===== config.mk =====
export PLATFORM = sky130hd
export DESIGN_NAME = nic_page_regs
export DESIGN_NICKNAME = d
export VERILOG_FILES = /design/src/rtl/nic_regs_pkg.sv /design/src/rtl/nic_cmd_ctrl.sv /design/src/rtl/nic_irq_unit.sv /design/src/rtl/nic_reg_file.sv /design/src/rtl/nic_page_regs.sv
export SDC_FILE = /design/constraint.sdc
export NUM_CORES = 1
export LEC_CHECK = 0
export BUFFER_PORTS_ARGS = -buffer_cell sky130_fd_sc_hd__buf_2
export CORE_MARGIN = 5
export CORE_UTILIZATION = 50
export CTS_CLUSTER_SIZE = 25
export DETAILED_ROUTE_END_ITERATION = 10
export GPL_TIMING_DRIVEN = 0
export PLACE_DENSITY = 0.66
export SKIP_CTS_REPAIR_TIMING = 1
export SLEW_MARGIN = 20
export SYNTH_ARGS = -nofsm -noshare
export SYNTH_HDL_FRONTEND = slang
export SYNTH_SLANG_ARGS = --single-unit
export TNS_END_PERCENT = 1

===== constraint.sdc =====
create_clock -name clk -period 3.15 [get_ports clk]
set_clock_uncertainty 0.05 [all_clocks]
set_input_delay 0.315 -clock clk [delete_from_list [all_inputs] [get_ports clk]]
set_output_delay 0.315 -clock clk [all_outputs]
set_load 0.01 [all_outputs]

===== src/rtl/nic_regs_pkg.sv =====
package nic_regs_pkg;

    localparam int DATA_W  = 8;
    localparam int ADDR_W  = 4;
    localparam int PAGE_W  = 2;
    localparam int OFF_W   = ADDR_W + PAGE_W;

    typedef enum logic [1:0] {
        CTL_RESET = 2'd0,
        CTL_RUN   = 2'd1,
        CTL_HALT  = 2'd2
    } ctl_state_e;

    // command bits
    localparam int CMD_STOP  = 0;
    localparam int CMD_START = 1;
    localparam int CMD_TX    = 2;
    localparam int CMD_RRD   = 3;
    localparam int CMD_RWR   = 4;

    // interrupt status bits
    localparam int ISR_RX  = 0;
    localparam int ISR_TX  = 1;
    localparam int ISR_RDC = 6;
    localparam int ISR_RST = 7;

    localparam logic [DATA_W-1:0] IRQ_LIVE_MASK = 8'h7F;
    localparam logic [DATA_W-1:0] CMD_RESET_VAL = 8'h01;
    localparam logic [DATA_W-1:0] TSR_SENT      = 8'h01;

    // effective offsets {page, addr}
    localparam logic [OFF_W-1:0] OFF_RING_LO_W = 6'h01;
    localparam logic [OFF_W-1:0] OFF_RING_HI_W = 6'h02;
    localparam logic [OFF_W-1:0] OFF_BOUND     = 6'h03;
    localparam logic [OFF_W-1:0] OFF_TXPG      = 6'h04;
    localparam logic [OFF_W-1:0] OFF_TXLEN_L   = 6'h05;
    localparam logic [OFF_W-1:0] OFF_TXLEN_H   = 6'h06;
    localparam logic [OFF_W-1:0] OFF_IRQST     = 6'h07;
    localparam logic [OFF_W-1:0] OFF_RADDR_L   = 6'h08;
    localparam logic [OFF_W-1:0] OFF_RADDR_H   = 6'h09;
    localparam logic [OFF_W-1:0] OFF_RCNT_L    = 6'h0A;
    localparam logic [OFF_W-1:0] OFF_RCNT_H    = 6'h0B;
    localparam logic [OFF_W-1:0] OFF_RXSET     = 6'h0C;
    localparam logic [OFF_W-1:0] OFF_DSET      = 6'h0E;
    localparam logic [OFF_W-1:0] OFF_IMASK     = 6'h0F;
    localparam logic [OFF_W-1:0] OFF_STA0      = 6'h11;
    localparam logic [OFF_W-1:0] OFF_CURPG     = 6'h17;
    localparam logic [OFF_W-1:0] OFF_RING_LO_R = 6'h21;
    localparam logic [OFF_W-1:0] OFF_RING_HI_R = 6'h22;
    localparam logic [OFF_W-1:0] OFF_TXPG_R    = 6'h24;
    localparam logic [OFF_W-1:0] OFF_RXSET_R   = 6'h2C;
    localparam logic [OFF_W-1:0] OFF_DSET_R    = 6'h2E;
    localparam logic [OFF_W-1:0] OFF_IMASK_R   = 6'h2F;

endpackage


===== src/rtl/nic_cmd_ctrl.sv =====
module nic_cmd_ctrl
    import nic_regs_pkg::*;
(
    input  logic              clk,
    input  logic              rst_n,
    input  logic              cmd_we_i,
    input  logic [DATA_W-1:0] wdata_i,
    input  logic              rcnt_zero_i,
    output logic [DATA_W-1:0] cmd_o,
    output logic              running_o,
    output logic              clr_rst_o,
    output logic              set_rdc_o,
    output logic              set_tx_o,
    output logic              tx_start_o
);

    ctl_state_e state_q, state_n;
    logic [DATA_W-1:0] cmd_q;
    logic              go;
    logic              tx_req;

    // state register
    always_ff @(posedge clk or negedge rst_n) begin
        if (!rst_n) begin
            state_q <= CTL_RESET;
        end else begin
            state_q <= state_n;
        end
    end

    always_comb begin
        state_n = state_q;
        unique case (state_q)
            CTL_RESET: if (cmd_we_i && !wdata_i[CMD_STOP]) state_n = CTL_RUN;
            CTL_RUN:   if (cmd_we_i &&  wdata_i[CMD_STOP]) state_n = CTL_HALT;
            CTL_HALT:  if (cmd_we_i && !wdata_i[CMD_STOP]) state_n = CTL_RUN;
            default:   state_n = CTL_RESET;
        endcase
    end

    // outputs and side-effect strobes
    always_comb begin
        go        = cmd_we_i && !wdata_i[CMD_STOP];
        tx_req    = go && wdata_i[CMD_TX];
        clr_rst_o = go;
        set_rdc_o = go && (wdata_i[CMD_RRD] || wdata_i[CMD_RWR]) && rcnt_zero_i;
        set_tx_o  = tx_req;
        running_o = (state_q == CTL_RUN);
        cmd_o     = cmd_q;
    end

    always_ff @(posedge clk or negedge rst_n) begin
        if (!rst_n) begin
            cmd_q      <= CMD_RESET_VAL;
            tx_start_o <= 1'b0;
        end else begin
            tx_start_o <= tx_req;
            if (cmd_we_i) begin
                cmd_q <= tx_req ? (wdata_i & ~(DATA_W'(1) << CMD_TX)) : wdata_i;
            end
        end
    end

    assert_tx_selfclear_R5: assert property (@(posedge clk) disable iff (!rst_n)
        tx_start_o |-> !cmd_q[CMD_TX]);

    assert_state_tracks_stop_R8: assert property (@(posedge clk) disable iff (!rst_n)
        (state_q == CTL_RUN) |-> !cmd_q[CMD_STOP]);

endmodule


===== src/rtl/nic_irq_unit.sv =====
module nic_irq_unit
    import nic_regs_pkg::*;
(
    input  logic              clk,
    input  logic              rst_n,
    input  logic [DATA_W-1:0] set_vec_i,
    input  logic              clr_we_i,
    input  logic [DATA_W-1:0] clr_mask_i,
    input  logic              clr_rst_i,
    input  logic [DATA_W-1:0] imr_i,
    output logic [DATA_W-1:0] isr_o,
    output logic              irq_o
);

    logic [DATA_W-1:0] isr_q;

    for (genvar gi = 0; gi < DATA_W; gi++) begin : g_bit
        if (gi == ISR_RST) begin : g_rst_bit
            always_ff @(posedge clk or negedge rst_n) begin
                if (!rst_n) begin
                    isr_q[gi] <= 1'b1;
                end else if (clr_rst_i) begin
                    isr_q[gi] <= 1'b0;
                end
            end
        end else begin : g_evt_bit
            always_ff @(posedge clk or negedge rst_n) begin
                if (!rst_n) begin
                    isr_q[gi] <= 1'b0;
                end else if (set_vec_i[gi]) begin
                    isr_q[gi] <= 1'b1;
                end else if (clr_we_i && clr_mask_i[gi]) begin
                    isr_q[gi] <= 1'b0;
                end
            end
        end
    end

    always_comb begin
        isr_o = isr_q;
        irq_o = |(isr_q & imr_i & IRQ_LIVE_MASK);
    end

    assert_rstbit_sticky_R3: assert property (@(posedge clk) disable iff (!rst_n)
        !isr_q[ISR_RST] |=> !isr_q[ISR_RST]);

    assert_clear_works_R6: assert property (@(posedge clk) disable iff (!rst_n)
        (clr_we_i && set_vec_i == '0) |=> ((isr_q & $past(clr_mask_i) & IRQ_LIVE_MASK) == '0));

    assert_set_wins_R9: assert property (@(posedge clk) disable iff (!rst_n)
        set_vec_i[ISR_RX] |=> isr_q[ISR_RX]);

    assert_mask_off_R7: assert property (@(posedge clk) disable iff (!rst_n)
        ((imr_i & IRQ_LIVE_MASK) == '0) |-> !irq_o);

endmodule


===== src/rtl/nic_reg_file.sv =====
module nic_reg_file
    import nic_regs_pkg::*;
#(
    parameter int STATION_BYTES = 6
) (
    input  logic                clk,
    input  logic                rst_n,
    input  logic                we_i,
    input  logic [OFF_W-1:0]    off_i,
    input  logic [DATA_W-1:0]   wdata_i,
    input  logic                tsr_set_i,
    input  logic [DATA_W-1:0]   isr_i,
    output logic [DATA_W-1:0]   rdata_o,
    output logic [DATA_W-1:0]   imr_o,
    output logic                rcnt_zero_o,
    output logic [DATA_W-1:0]   tx_page_o,
    output logic [2*DATA_W-1:0] tx_len_o
);

    localparam int CNT_W = 2 * DATA_W;

    logic [DATA_W-1:0] ring_lo_q, ring_hi_q, bound_q, txpg_q, tsr_q;
    logic [DATA_W-1:0] rxset_q, dset_q, imask_q, curpg_q;
    logic [CNT_W-1:0]  txlen_q, raddr_q, rcnt_q;
    logic [DATA_W-1:0] sta_q [STATION_BYTES];

    always_ff @(posedge clk or negedge rst_n) begin
        if (!rst_n) begin
            ring_lo_q <= '0;
            ring_hi_q <= '0;
            bound_q   <= '0;
            txpg_q    <= '0;
            rxset_q   <= '0;
            dset_q    <= '0;
            imask_q   <= '0;
            curpg_q   <= '0;
            txlen_q   <= '0;
            raddr_q   <= '0;
            rcnt_q    <= '0;
        end else if (we_i) begin
            case (off_i)
                OFF_RING_LO_W: ring_lo_q <= wdata_i;
                OFF_RING_HI_W: ring_hi_q <= wdata_i;
                OFF_BOUND:     bound_q   <= wdata_i;
                OFF_TXPG:      txpg_q    <= wdata_i;
                OFF_TXLEN_L:   txlen_q   <= {txlen_q[CNT_W-1:DATA_W], wdata_i};
                OFF_TXLEN_H:   txlen_q   <= {wdata_i, txlen_q[DATA_W-1:0]};
                OFF_RADDR_L:   raddr_q   <= {raddr_q[CNT_W-1:DATA_W], wdata_i};
                OFF_RADDR_H:   raddr_q   <= {wdata_i, raddr_q[DATA_W-1:0]};
                OFF_RCNT_L:    rcnt_q    <= {rcnt_q[CNT_W-1:DATA_W], wdata_i};
                OFF_RCNT_H:    rcnt_q    <= {wdata_i, rcnt_q[DATA_W-1:0]};
                OFF_RXSET:     rxset_q   <= wdata_i;
                OFF_DSET:      dset_q    <= wdata_i;
                OFF_IMASK:     imask_q   <= wdata_i;
                OFF_CURPG:     curpg_q   <= wdata_i;
                default: ;
            endcase
        end
    end

    // transmit status: set by completion, never host-written
    always_ff @(posedge clk or negedge rst_n) begin
        if (!rst_n) begin
            tsr_q <= '0;
        end else if (tsr_set_i) begin
            tsr_q <= TSR_SENT;
        end
    end

    for (genvar gi = 0; gi < STATION_BYTES; gi++) begin : g_sta
        localparam logic [OFF_W-1:0] MY_OFF = OFF_W'(int'(OFF_STA0) + gi);
        always_ff @(posedge clk or negedge rst_n) begin
            if (!rst_n) begin
                sta_q[gi] <= '0;
            end else if (we_i && off_i == MY_OFF) begin
                sta_q[gi] <= wdata_i;
            end
        end
    end

    always_comb begin
        rdata_o = '0;
        case (off_i)
            OFF_BOUND:     rdata_o = bound_q;
            OFF_TXPG:      rdata_o = tsr_q;
            OFF_IRQST:     rdata_o = isr_i;
            OFF_RADDR_L:   rdata_o = raddr_q[DATA_W-1:0];
            OFF_RADDR_H:   rdata_o = raddr_q[CNT_W-1:DATA_W];
            OFF_CURPG:     rdata_o = curpg_q;
            OFF_RING_LO_R: rdata_o = ring_lo_q;
            OFF_RING_HI_R: rdata_o = ring_hi_q;
            OFF_TXPG_R:    rdata_o = txpg_q;
            OFF_RXSET_R:   rdata_o = rxset_q;
            OFF_DSET_R:    rdata_o = dset_q;
            OFF_IMASK_R:   rdata_o = imask_q;
            default:       rdata_o = '0;
        endcase
        for (int i = 0; i < STATION_BYTES; i++) begin
            if (off_i == OFF_W'(int'(OFF_STA0) + i)) rdata_o = sta_q[i];
        end
    end

    always_comb begin
        imr_o       = imask_q;
        rcnt_zero_o = (rcnt_q == '0);
        tx_page_o   = txpg_q;
        tx_len_o    = txlen_q;
    end

    assert_tsr_sent_R5: assert property (@(posedge clk) disable iff (!rst_n)
        tsr_set_i |=> (tsr_q == TSR_SENT));

    assert_page3_inert_R1: assert property (@(posedge clk) disable iff (!rst_n)
        (we_i && off_i[OFF_W-1 -: PAGE_W] == 2'b11) |=> $stable(imask_q) && $stable(bound_q));

endmodule


===== src/rtl/nic_page_regs.sv =====
module nic_page_regs
    import nic_regs_pkg::*;
#(
    parameter int STATION_BYTES = 6
) (
    input  logic         clk,
    input  logic         rst_n,
    input  logic         wr_en,
    input  logic [3:0]   addr,
    input  logic [7:0]   wdata,
    output logic [7:0]   rdata,
    input  logic         rx_done_i,
    input  logic         tx_done_i,
    output logic         irq_o,
    output logic         tx_start_o,
    output logic [7:0]   tx_page_o,
    output logic [15:0]  tx_len_o
);

    logic [DATA_W-1:0] cmd_q, isr_q, imr_q, file_rdata;
    logic [DATA_W-1:0] set_vec;
    logic [OFF_W-1:0]  eff_off;
    logic cmd_we, reg_we, isr_we;
    logic running, clr_rst, set_rdc, set_tx, rcnt_zero;

    always_comb begin
        eff_off = {cmd_q[DATA_W-1 -: PAGE_W], addr};
        cmd_we  = wr_en && (addr == '0);
        reg_we  = wr_en && (addr != '0);
        isr_we  = reg_we && (eff_off == OFF_IRQST);
        set_vec = '0;
        set_vec[ISR_RX]  = rx_done_i && running;
        set_vec[ISR_TX]  = set_tx || tx_done_i;
        set_vec[ISR_RDC] = set_rdc;
        rdata   = (addr == '0) ? cmd_q : file_rdata;
    end

    nic_cmd_ctrl u_cmd (
        .clk         (clk),
        .rst_n       (rst_n),
        .cmd_we_i    (cmd_we),
        .wdata_i     (wdata),
        .rcnt_zero_i (rcnt_zero),
        .cmd_o       (cmd_q),
        .running_o   (running),
        .clr_rst_o   (clr_rst),
        .set_rdc_o   (set_rdc),
        .set_tx_o    (set_tx),
        .tx_start_o  (tx_start_o)
    );

    nic_irq_unit u_irq (
        .clk        (clk),
        .rst_n      (rst_n),
        .set_vec_i  (set_vec),
        .clr_we_i   (isr_we),
        .clr_mask_i (wdata),
        .clr_rst_i  (clr_rst),
        .imr_i      (imr_q),
        .isr_o      (isr_q),
        .irq_o      (irq_o)
    );

    nic_reg_file #(.STATION_BYTES(STATION_BYTES)) u_file (
        .clk         (clk),
        .rst_n       (rst_n),
        .we_i        (reg_we),
        .off_i       (eff_off),
        .wdata_i     (wdata),
        .tsr_set_i   (set_vec[ISR_TX]),
        .isr_i       (isr_q),
        .rdata_o     (file_rdata),
        .imr_o       (imr_q),
        .rcnt_zero_o (rcnt_zero),
        .tx_page_o   (tx_page_o),
        .tx_len_o    (tx_len_o)
    );

    assert_rdc_instant_R4: assert property (@(posedge clk) disable iff (!rst_n)
        (cmd_we && !wdata[CMD_STOP] && (wdata[CMD_RRD] || wdata[CMD_RWR]) && rcnt_zero)
        |=> isr_q[ISR_RDC]);

    assert_rx_gated_R8: assert property (@(posedge clk) disable iff (!rst_n)
        (rx_done_i && cmd_q[CMD_STOP] && !isr_q[ISR_RX]) |=> !isr_q[ISR_RX]);

    assert_tx_event_R5: assert property (@(posedge clk) disable iff (!rst_n)
        tx_start_o |-> isr_q[ISR_TX]);

endmodule


# Yosys cells after proc, flatten, opt, wreduce, memory -nomap -nowiden
# Index checks and enable logic that the tools add are counted.
[totals]
ff_bits = 176
latch_bits = 0
mem_bits_rw = 0
mem_bits_ro = 0
inputBits = 17
out_inout_bits = 34
elab_cells = 132
n_memories = 0
[classes]
add_sub_neg = 0
multipliers = 0
n_div = 0
magnitude_cmp = 0
n_eq_ne = 31
n_shift = 0
muxes = 21
bitwise = 7
reduce_logical = 45
[op_table]
columns = ["cell", "count"]
rows = [
  ["$pmux 16 s2", 3],
  ["$pmux 8 s12", 1],
  ["$mux 8", 7],
  ["$eq 6x4->1 const B", 7],
  ["$eq 6x5->1 const B", 7],
  ["$eq 6x6->1 const B", 6],
  ["$eq 6x3->1 const B", 4],
  ["$logic_and 1x1->1", 18],
  ["$reduce_and 2->1", 9],
  ["$reduce_and 3->1", 6],
  ["$logic_not 16->1", 1],
  ["$eq 6x2->1 const B", 2],
  ["$and 7x7->7", 1],
  ["$reduce_or 7->1", 1],
  ["$eq 6x1->1 const B", 1],
  ["$mux 1", 6],
  ["$not 1->1", 6],
  ["$reduce_bool 2->1", 3],
  ["$logic_not 4->1", 1],
  ["$mux 2", 2],
  ["$ne 2x1->1 const B", 2],
  ["$pmux 2 s2", 1],
  ["$reduce_bool 4->1", 1],
  ["$mux 3", 1],
  ["other kinds (6)", 7],
]

# Longest topological paths before layout
# Gate-level depths: netlist of run 1.
[depth]
ltp_word = 9
ltp_mapped = 9
ltp_nobuf = 6

# By module
# Synthesis of run 1 repeated with hierarchy kept, for this count alone.
[unflattened]
hier_cells = 672
hier_area_um2 = 8335.5
[by_module_without_submodules]
columns = ["mod", "n_inst", "cells_per_inst", "area_each_um2"]
rows = [
  ["nic_reg_file", 1, 595, 7380.8],
  ["nic_cmd_ctrl", 1, 33, 473.0],
  ["nic_irq_unit", 1, 27, 317.8],
  ["nic_page_regs", 1, 17, 163.9],
]

# Least setup slack after synthesis of run 1
# Ideal clock, no wire load.
[synth_timing]
path_kind = "input-to-output"
startpoint = "input port addr[3]"
endpoint = "output port rdata[3]"
arrival_ns = 1.792
required_ns = 2.785
slack_ns = 0.993
cell_stages = 7
path_cell_list = "buf_2 -> or4b_4 -> nor2_1 -> a22oi_1 -> nand3_1 -> o21ai_1 -> a21oi_1"
[synth_via]
elab_chain_cells = 9
word_cells_on_any_way = 27
[synth_rtl]
columns = ["item", "line", "text"]
rows = [
  ["start, declared", "nic_page_regs.sv:9", "input logic [3:0] addr,"],
  ["$eq 6x6->1 (tied with other cells)", "nic_reg_file.sv:83", "case (off_i)"],
  ["$pmux 8 s12", "nic_reg_file.sv:83", ""],
  ["$mux 8 (6 in series)", "nic_reg_file.sv:99", "if (off_i == OFF_W'(int'(OFF_STA0) + i)) rdata_o = sta_q[i];"],
  ["$mux 8 (*)", "nic_page_regs.sv:35", "rdata = (addr == '0) ? cmd_q : file_rdata;"],
  ["end, declared", "nic_page_regs.sv:11", "output logic [7:0] rdata,"],
]
# Every way passes the cells marked *; elsewhere a longest branch is shown, timed or not.

# Worst setup path in the final report of run 1
[layout_timing]
startpoint = "register u_cmd.cmd_q[6], in the netlist u_cmd.cmd_o[6]"
endpoint = "output port rdata[5]"
[layout_via]
elab_chain_cells = 9
word_cells_on_any_way = 26
[layout_rtl]
columns = ["item", "line", "text"]
rows = [
  ["start, declared", "nic_cmd_ctrl.sv:18", "logic [DATA_W-1:0] cmd_q;"],
  ["start signal, assigned", "nic_cmd_ctrl.sv:59", "cmd_q <= tx_req ? (wdata_i & ~(DATA_W'(1) << CMD_TX)) : wdata_i;"],
  ["$eq 6x6->1 (tied with other cells)", "nic_reg_file.sv:83", ""],
  ["$pmux 8 s12", "nic_reg_file.sv:83", ""],
  ["$mux 8 (5 in series)", "nic_reg_file.sv:99", ""],
  ["$mux 8 (*)", "nic_reg_file.sv:99", ""],
  ["$mux 8 (*)", "nic_page_regs.sv:35", ""],
]
# Marks and branches as above.

==> results of run 1 <==
==> critical path: stages, from the launching register on <==
cell and delay, ns:
sky130_fd_sc_hd__dfrtp_2 0.45, sky130_fd_sc_hd__clkbuf_4 0.21, sky130_fd_sc_hd__nand4b_1 0.29, sky130_fd_sc_hd__buf_4 0.21
sky130_fd_sc_hd__nor3_4 0.19, sky130_fd_sc_hd__buf_4 0.22, sky130_fd_sc_hd__a22oi_1 0.08, sky130_fd_sc_hd__nand4_1 0.22
sky130_fd_sc_hd__a2111oi_1 0.07, sky130_fd_sc_hd__a21oi_1 0.24, sky130_fd_sc_hd__buf_2 0.19
==> path summary, 6_finish.rpt <==
check | from | to | slack, ns
max | u_cmd.cmd_o[6] | rdata[5] | -0.03
min | tx_done_i | u_irq.isr_o[1] | 0.04
max reg2reg | u_cmd.cmd_o[6] | u_file.rxset_q[4] | 0.76
min reg2reg | u_irq.isr_o[7] | u_irq.isr_o[7] | 0.44
max in group asynchronous | rst_n | u_file.bound_q[3] | 1.75
min in group asynchronous | rst_n | u_file.rcnt_q[11] | 0.39
==> kinds of logic after synthesis <==
family	Yosys count	share of synthesized area [%]
DFF	176	53.7
muxes	161	22.1
and+or+nand+nor	151	11.4
AOI/OAI and AO/OA	124	10.2
buffers and inverters	49	2.56
xor gates and xnor gates	1	0.107
==> layout make-up <==
cell class	instances	share of cell area, %
Clock inverter	13	1.88
Clock buffer	19	4.66
Tap cell	216	2.84
Multi-Input combinational cell	437	38.5
Timing Repair Buffer	56	3.45
Inverter	6	0.237
Buffer	42	2.00
Sequential cell	176	46.4
==> sequential cells by signal, summed over array words and instances (netlist names), 8 cells and up <==
name,cells
u_file.ring_hi_q,8
u_file.bound_q,8
u_file.ring_lo_q,8
u_file.rcnt_q,16
u_cmd.cmd_o,8
u_file.raddr_q,16
u_file.curpg_q,8
u_file.tx_len_o,16
u_file.imr_o,8
u_file.sta_q,48
u_file.rxset_q,8
u_file.dset_q,8
u_file.tx_page_o,8
==> cell usage in the layout, fill, tap and decap left out, drive strengths merged, types with 6 or more instances in the layout <==
cell type / Yosys / routed
a21oi: 18 / 18
a22o: 6 / 6
a22oi: 37 / 37
buf: 20 / 73
clkbuf: 23 / 43
dfrtp: 174 / 174
inv: 6 / 9
mux2: 159 / 159
nand2: 49 / 49
nand3: 15 / 15
nand4: 11 / 11
nor2: 27 / 27
nor3: 12 / 12
nor4: 6 / 6
o21ai: 30 / 30
==> synth_stat cells, types with 5 or more instances <==
cell	instances	area, um2
sky130_fd_sc_hd__nand3_1	13	65.1
sky130_fd_sc_hd__nor2_2	7	43.8
sky130_fd_sc_hd__nor2b_1	5	31.3
sky130_fd_sc_hd__dfrtp_1	174	4350
sky130_fd_sc_hd__nor3_4	5	81.3
sky130_fd_sc_hd__nor4_1	5	31.3
sky130_fd_sc_hd__nand4_1	11	68.8
sky130_fd_sc_hd__nand2_1	47	176
sky130_fd_sc_hd__nor3_1	7	35.0
sky130_fd_sc_hd__inv_1	6	22.5
sky130_fd_sc_hd__buf_2	18	90.1
sky130_fd_sc_hd__clkbuf_1	23	86.3
sky130_fd_sc_hd__nor2_1	16	60.1
sky130_fd_sc_hd__o21ai_0	28	140
sky130_fd_sc_hd__a22o_1	6	52.6
sky130_fd_sc_hd__a22oi_1	37	278
sky130_fd_sc_hd__a21oi_1	18	90.1
sky130_fd_sc_hd__mux2_2	159	1790
==> power by group through the flow <==
stage | Clock (uW) | Combinational, uW | Sequential (uW)
floorplan | 0 | 712 | 3070
global placement | 0 | 1080 | 3100
detailed placement | 0 | 1130 | 3130
CTS | 2250 | 1130 | 3090
global route | 2340 | 1250 | 3160
finish | 2230 | 1150 | 3100
==> layer usage <==
| metal | track usage [%] | vias to the layer above | part of all wire (%) | wire, um |
|---|---|---|---|---|
| met5 | 0 | - | 0 | 0 |
| met4 | 8.63 | 0 | 2.8 | 692 |
| met3 | 6.52 | 42 | 7.9 | 1980 |
| met2 | 40.4 | 297 | 46 | 11500 |
| met1 | 37.4 | 3121 | 44 | 10900 |
| li1 | - | 2604 | - | - |
==> per-stage QoR <==
stage | util (%) | cells | setup TNS, ns
3_3_place_gp | 54.6 | 928 | -160.63
4_1_cts | 58.8 | 961 | -1.24
3_5_place_dp | 54.9 | 929 | 0
2_1_floorplan | - | 662 | 0
5_1_grt | 59.4 | 965 | -0.125
6_report | 59.4 | 965 | -0.0536
==> reports/metrics.json, run 1 <==
{
  "outcome": {
    "status": "finished, violations left",
    "violations": "negative setup slack"
  },
  "logic_synthesis": {
    "syn-cell-area_um2": 8210,
    "synth-seq-area-share_pct": 53.7,
    "primary_ff_master_synth": "sky130_fd_sc_hd__dfrtp_1",
    "synth_area_per_cell_um2": 12.4,
    "synthDistinctLibCells": 60,
    "synth_edf_count": 0,
    "postSynthNetCount": 679,
    "synthCells": 662,
    "asyncSetResetFlopFracSynth_pct": 100,
    "synth.yosys.warnings": 0,
    "synth.ff_latch_count": 176
  },
  "clock_tree": {
    "cts_buffers": 17,
    "worst_skew_late_latency_ns": 0.43,
    "clkTransAtPathRegs_ns": 0.07,
    "cts.sinks": 176,
    "max-clock-path-buffers": 2,
    "clock-root-buffer": "sky130_fd_sc_hd__clkbuf_16",
    "cts_htree_levels": 4,
    "cts_tree": "yes"
  },
  "power_and_ir_drop": {
    "cell_internal_power_dissipation_uw": 4640,
    "seqPwrFrac_pct": 47.9,
    "post-layout-total-power_uw": 6480,
    "power_switching_uw": 1840,
    "p_leak_uw": 0.00424,
    "p_per_area_nw_per_um2": 682,
    "combPwrFrac_pct": 17.7,
    "clock_power_share_pct": 34.4,
    "max-vdd-ir-drop_uv": 515,
    "sw_frac_of_total_pct": 28.4
  },
  "floorplanning": {
    "die_x_um": 138,
    "die_h_um": 138,
    "coreArea_um2": 16000,
    "design.die.area_um2": 19100,
    "effective_utilization_at_floorplan_pct": 51.3,
    "row_count": 46,
    "io-pin-count": 51
  },
  "sta": {
    "max_freq_mhz": 315,
    "hold_slack_ns": 0.0376,
    "fin_crit_sh_pct": 101,
    "worst_slew_pin_slew_ns": 0.894,
    "final_max_slew_viol_count": 0,
    "timing.final.crit_period_ns": 3.18,
    "relSlewSlack_pct": 40.4,
    "rsz0062_at_grt": "true",
    "hold_violations": 0,
    "post-route-worst-setup-slack_ns": -0.0274,
    "timing.final.setup_violations": 2
  },
  "placed_design": {
    "place.detailed.hpwl_mm": 17.6,
    "finalWeightedCongestion": 0.946,
    "placed_cell_area_um2": 8780,
    "worst_slack_at_placement_ns": 0.103,
    "port_buffers": 50
  },
  "grt": {
    "globalRoute.totalOverflow": 0,
    "number_of_antenna_violations_at_the_first_check_in_global_routing": 0,
    "grt_usage_pct": 26.4,
    "grt_start_max_net_pins": 104,
    "via_count_of_the_first_global_routing_pass": 6196,
    "grt_pass1_wl_mm": 38.5
  },
  "layout": {
    "final_area_um2": 9500,
    "n_antenna_cell": 0,
    "fillers": 1347,
    "area.sequential_um2": 4410,
    "layout-area-overhead-vs-synth_pct": 15.8,
    "post_route_cells_drive_above_1_share_pct": 40.7,
    "multi_input_comb_area_um2": 3660,
    "final_net_count": 753
  },
  "critical_path": {
    "start_kind": "flip-flop",
    "worst-path-max-fanout": 10,
    "critical_path_arrival_ns": 2.81,
    "setup.worst_path.end_class": "primary output",
    "rr_worst_depth": 5,
    "crit_type": "reg2out",
    "worst-endpoint-required_ns": 2.78
  },
  "hold_path": {
    "holdCritPathClass": "in2reg",
    "min_path_cells": 2
  },
  "routing": {
    "routedWlPerCell_um": 26.0,
    "vias": 6064,
    "post_drt_via_cell_ratio": 6.28,
    "detailedRoute.firstIterationViolations": 602,
    "drc_errors": 0,
    "drt-total-wl_mm": 25.1,
    "drtAntennaViolNets": 0,
    "dr.pass1.iters": 8
  },
  "run": {
    "cap_violations": 0
  }
}
Power figures use the tool's default switching activity.
==> inputs of run 2 (changes only) <==
--- a/config.mk
+++ b/config.mk
@@ -8,6 +8,7 @@
 export BUFFER_PORTS_ARGS = -buffer_cell sky130_fd_sc_hd__buf_2
 export CORE_MARGIN = 5
 export CORE_UTILIZATION = 50
+export CTS_BUF_LIST = sky130_fd_sc_hd__clkbuf_2 sky130_fd_sc_hd__clkbuf_4 sky130_fd_sc_hd__clkbuf_8
 export CTS_CLUSTER_SIZE = 25
 export DETAILED_ROUTE_END_ITERATION = 10
 export GPL_TIMING_DRIVEN = 0
@@ -16,5 +17,6 @@
 export SLEW_MARGIN = 20
 export SYNTH_ARGS = -nofsm -noshare
 export SYNTH_HDL_FRONTEND = slang
+export SYNTH_HIERARCHICAL = 1
 export SYNTH_SLANG_ARGS = --single-unit
 export TNS_END_PERCENT = 1
==> reports/metrics.json, run 2 <==
{
  "floorplanning": {
    "effective_utilization_at_floorplan_pct": 50.6,
    "die_x_um": 139,
    "coreArea_um2": 16500,
    "io-pin-count": 51,
    "die_h_um": 139,
    "design.die.area_um2": 19400,
    "row_count": 47
  },
  "logic_synthesis": {
    "synth.ff_latch_count": 180,
    "compound_gate_portion_of_the_synthesized_area_pct": 8.44,
    "synth_area_per_cell_um2": 12.4,
    "post_synth_fa_ha_maj_area_fraction_pct": 0,
    "syn-cell-area_um2": 8340,
    "post-synth-top-count-cell": "sky130_fd_sc_hd__dfrtp_1",
    "synth_edf_count": 0,
    "yosys.area_share.simple_pct": 11.3,
    "ys_top_cells_by_count": "sky130_fd_sc_hd__dfrtp_1, sky130_fd_sc_hd__mux2_2, sky130_fd_sc_hd__nand2_1, sky130_fd_sc_hd__clkbuf_1, sky130_fd_sc_hd__nor2_1",
    "synthDistinctLibCells": 61,
    "synth_top_area_cell": "sky130_fd_sc_hd__dfrtp_1",
    "synthCells": 672,
    "dominant_combinational_cell_family_by_area_after_synthesis": "multiplexers",
    "primary_ff_master_synth": "sky130_fd_sc_hd__dfrtp_1",
    "proportion_of_synthesized_area_in_mux_cells_pct": 23.6,
    "post_synth_xor_area_fraction_pct": 0.105,
    "asyncSetResetFlopFracSynth_pct": 100,
    "synth_largest_type_area_fraction_pct": 53.4,
    "synth.yosys.warnings": 6,
    "ys_top_cells_by_area": "sky130_fd_sc_hd__dfrtp_1, sky130_fd_sc_hd__mux2_2, sky130_fd_sc_hd__nand2_1",
    "synth-seq-area-share_pct": 54.1
  },
  "grt": {
    "grt_start_max_net_pins": 104,
    "number_of_antenna_violations_at_the_first_check_in_global_routing": 0,
    "grt_pass1_wl_mm": 36.9,
    "grt_usage_pct": 25.2,
    "via_count_of_the_first_global_routing_pass": 6047,
    "globalRoute.totalOverflow": 0
  },
  "sta": {
    "rsz0062_at_grt": "true",
    "final_max_slew_viol_count": 0,
    "worst_slew_pin_slew_ns": 1.06,
    "timing.final.setup_violations": 8,
    "max_freq_mhz": 302,
    "relSlewSlack_pct": 28.9,
    "post-route-worst-setup-slack_ns": -0.161,
    "timing.final.crit_period_ns": 3.31,
    "fin_crit_sh_pct": 105,
    "hold_violations": 0
  },
  "routing": {
    "drt-total-wl_mm": 24.3,
    "post_drt_via_cell_ratio": 6.10,
    "dr.pass1.iters": 5,
    "maxUsedRoutingLayer": "met4",
    "met3RoutedLength_mm": 1.99,
    "vias": 6025,
    "routed_met1_length_mm": 10.5,
    "drc_errors": 0,
    "detailedRoute.firstIterationViolations": 560,
    "wl_met2_mm": 11.1,
    "routedWlPerCell_um": 24.7,
    "drtAntennaViolNets": 0
  },
  "critical_path": {
    "critical_path_sink": "rdata[3]",
    "worst-path-max-fanout": 10,
    "critical_path_arrival_ns": 2.95,
    "setup.worst_path.end_class": "primary output",
    "start_kind": "flip-flop",
    "worst-endpoint-required_ns": 2.78,
    "r2r_setup_slack_ns": 0.58,
    "r2r_start": "u_cmd/cmd_o[6]",
    "crit_type": "reg2out",
    "rr_worst_depth": 5,
    "delay_of_the_slowest_cell_on_the_worst_path_ns": 0.55,
    "critical_path.startpoint": "u_cmd/cmd_o[7]",
    "crit_chain": "buf_6 -> or4b_1 -> buf_6 -> nor3_1 -> a21oi_1 -> o211ai_1 -> o21ai_1 -> o211ai_1 -> mux2_2 -> buf_2",
    "regToRegEndpoint": "u_file/dset_q[5]",
    "cpMaxStageDelayCell": "sky130_fd_sc_hd__or4b_1"
  },
  "layout": {
    "post-route-util_pct": 58.5,
    "top_library_cells_by_usage_in_the_layout_fill_and_taps_aside": "sky130_fd_sc_hd__dfrtp_1, sky130_fd_sc_hd__mux2_2, sky130_fd_sc_hd__nand2_1",
    "n_antenna_cell": 0,
    "fillers": 1374,
    "layout_commonest_cell": "sky130_fd_sc_hd__dfrtp_1",
    "largest_register_ffs": 48,
    "layout-area-overhead-vs-synth_pct": 15.5,
    "largest-register": "u_file/sta_q",
    "final_net_count": 771,
    "post_route_cells_drive_above_1_share_pct": 43.4
  },
  "run": {
    "cap_violations": 0
  },
  "placed_design": {
    "place.detailed.hpwl_mm": 16.8,
    "finalWeightedCongestion": 0.946,
    "port_buffers": 50
  },
  "clock_tree": {
    "worst_skew_late_latency_ns": 0.48,
    "cts_buffers": 17,
    "clock-root-buffer": "sky130_fd_sc_hd__clkbuf_8",
    "clkTransAtPathRegs_ns": 0.09,
    "cts_htree_levels": 4,
    "cts.sinks": 180,
    "cts_tree": "yes",
    "max-clock-path-buffers": 2
  },
  "power_and_ir_drop": {
    "p_per_area_nw_per_um2": 612,
    "max-vdd-ir-drop_uv": 483,
    "p_leak_uw": 0.00436,
    "post-layout-total-power_uw": 5890
  },
  "hold_path": {
    "holdCritPathClass": "in2reg"
  },
  "outcome": {
    "status": "finished, violations left",
    "violations": "negative setup slack"
  }
}
run 2: cell types whose count changed after synthesis, moves of 7 or more:
cell	change
sky130_fd_sc_hd__a21oi_1	-7
sky130_fd_sc_hd__a221oi_1	+8
sky130_fd_sc_hd__a22oi_1	-14
sky130_fd_sc_hd__buf_2	-8
sky130_fd_sc_hd__nand2_1	+9
sky130_fd_sc_hd__nand4_1	-7
sky130_fd_sc_hd__nor2_1	+9
sky130_fd_sc_hd__nor3_1	+7
sky130_fd_sc_hd__o21ai_0	-11
run 2: final cells by class:
cell class                 instances  area [um2]  area share (%)
inverter                           4        15.0           0.156
buffer                            37         195            2.03
clock buffer                      18         248            2.57
clock inverter                    14         165            1.72
multi-input combinational        450        3820            39.7
tap                              220         275            2.86
sequential                       180        4510            46.8
timing repair buffer              64         400            4.16
run 2: power by group:
group / leakage (uW) / switching (uW) / internal, uW
combinational: 0.00189 / 568 / 598
sequential: 0.00226 / 311 / 2800
clock: 0.000200 / 930 / 688
run 2: worst min path at each step:
| stage | startpoint | to | cells past startpoint |
|---|---|---|---|
| final | wdata[1] | u_cmd/cmd_o[1] | 2 |
| after CTS | rst_n | u_cmd/tx_start_o | 1 |
| after global placement | u_file/raddr_q[4] | u_file/raddr_q[4] | 2 |
| after global routing | wdata[1] | u_cmd/cmd_o[1] | 2 |
| after floorplan | rst_n | u_cmd/cmd_o[1] | 0 |
| after detailed placement | rst_n | u_cmd/tx_start_o | 1 |
run 2: critical path: cells and delay by family (launching register included):
family | cells | cell delay [ns]
flip-flops | 1 | 0.44
AND/OR/NAND/NOR | 2 | 0.91
buffers and inverters | 3 | 0.46
AO/OA/AOI/OAI | 4 | 0.47
multiplexers | 1 | 0.19
run 2: kinds of logic after synthesis:
| logic type | Yosys count |
|---|---|
| xor gates and xnor gates | 1 |
| buffers and inverters | 45 |
| and+or+nand+nor | 173 |
| DFF | 180 |
| AOI/OAI and AO/OA | 99 |
| muxes | 173 |
| other | 1 |
run 2: metrics by stage:
stage | area, um2 | worst slack [ns] | hold WS, ns | TNS (ns) | std cells
after detailed placement | 8910 | -0.287 | 0.287 | -0.297 | 946
final | 9630 | -0.161 | 0.0785 | -0.770 | 987
after floorplan | 8350 | 0.726 | -0.0306 | 0 | 675
after global placement | 8870 | -0.983 | 0.417 | -173.27 | 945
after global routing | 9630 | -0.240 | 0.0604 | -1.50 | 987
after CTS | 9320 | -0.574 | -0.229 | -2.78 | 978
run 2: per-layer routing:
| layer | vias up | track usage, % |
|---|---|---|
| met3 | 46 | 7.69 |
| met1 | 3097 | 35.1 |
| li1 | 2621 | - |
| met2 | 261 | 37.2 |
| met4 | 0 | 10.2 |
| met5 | - | 0 |
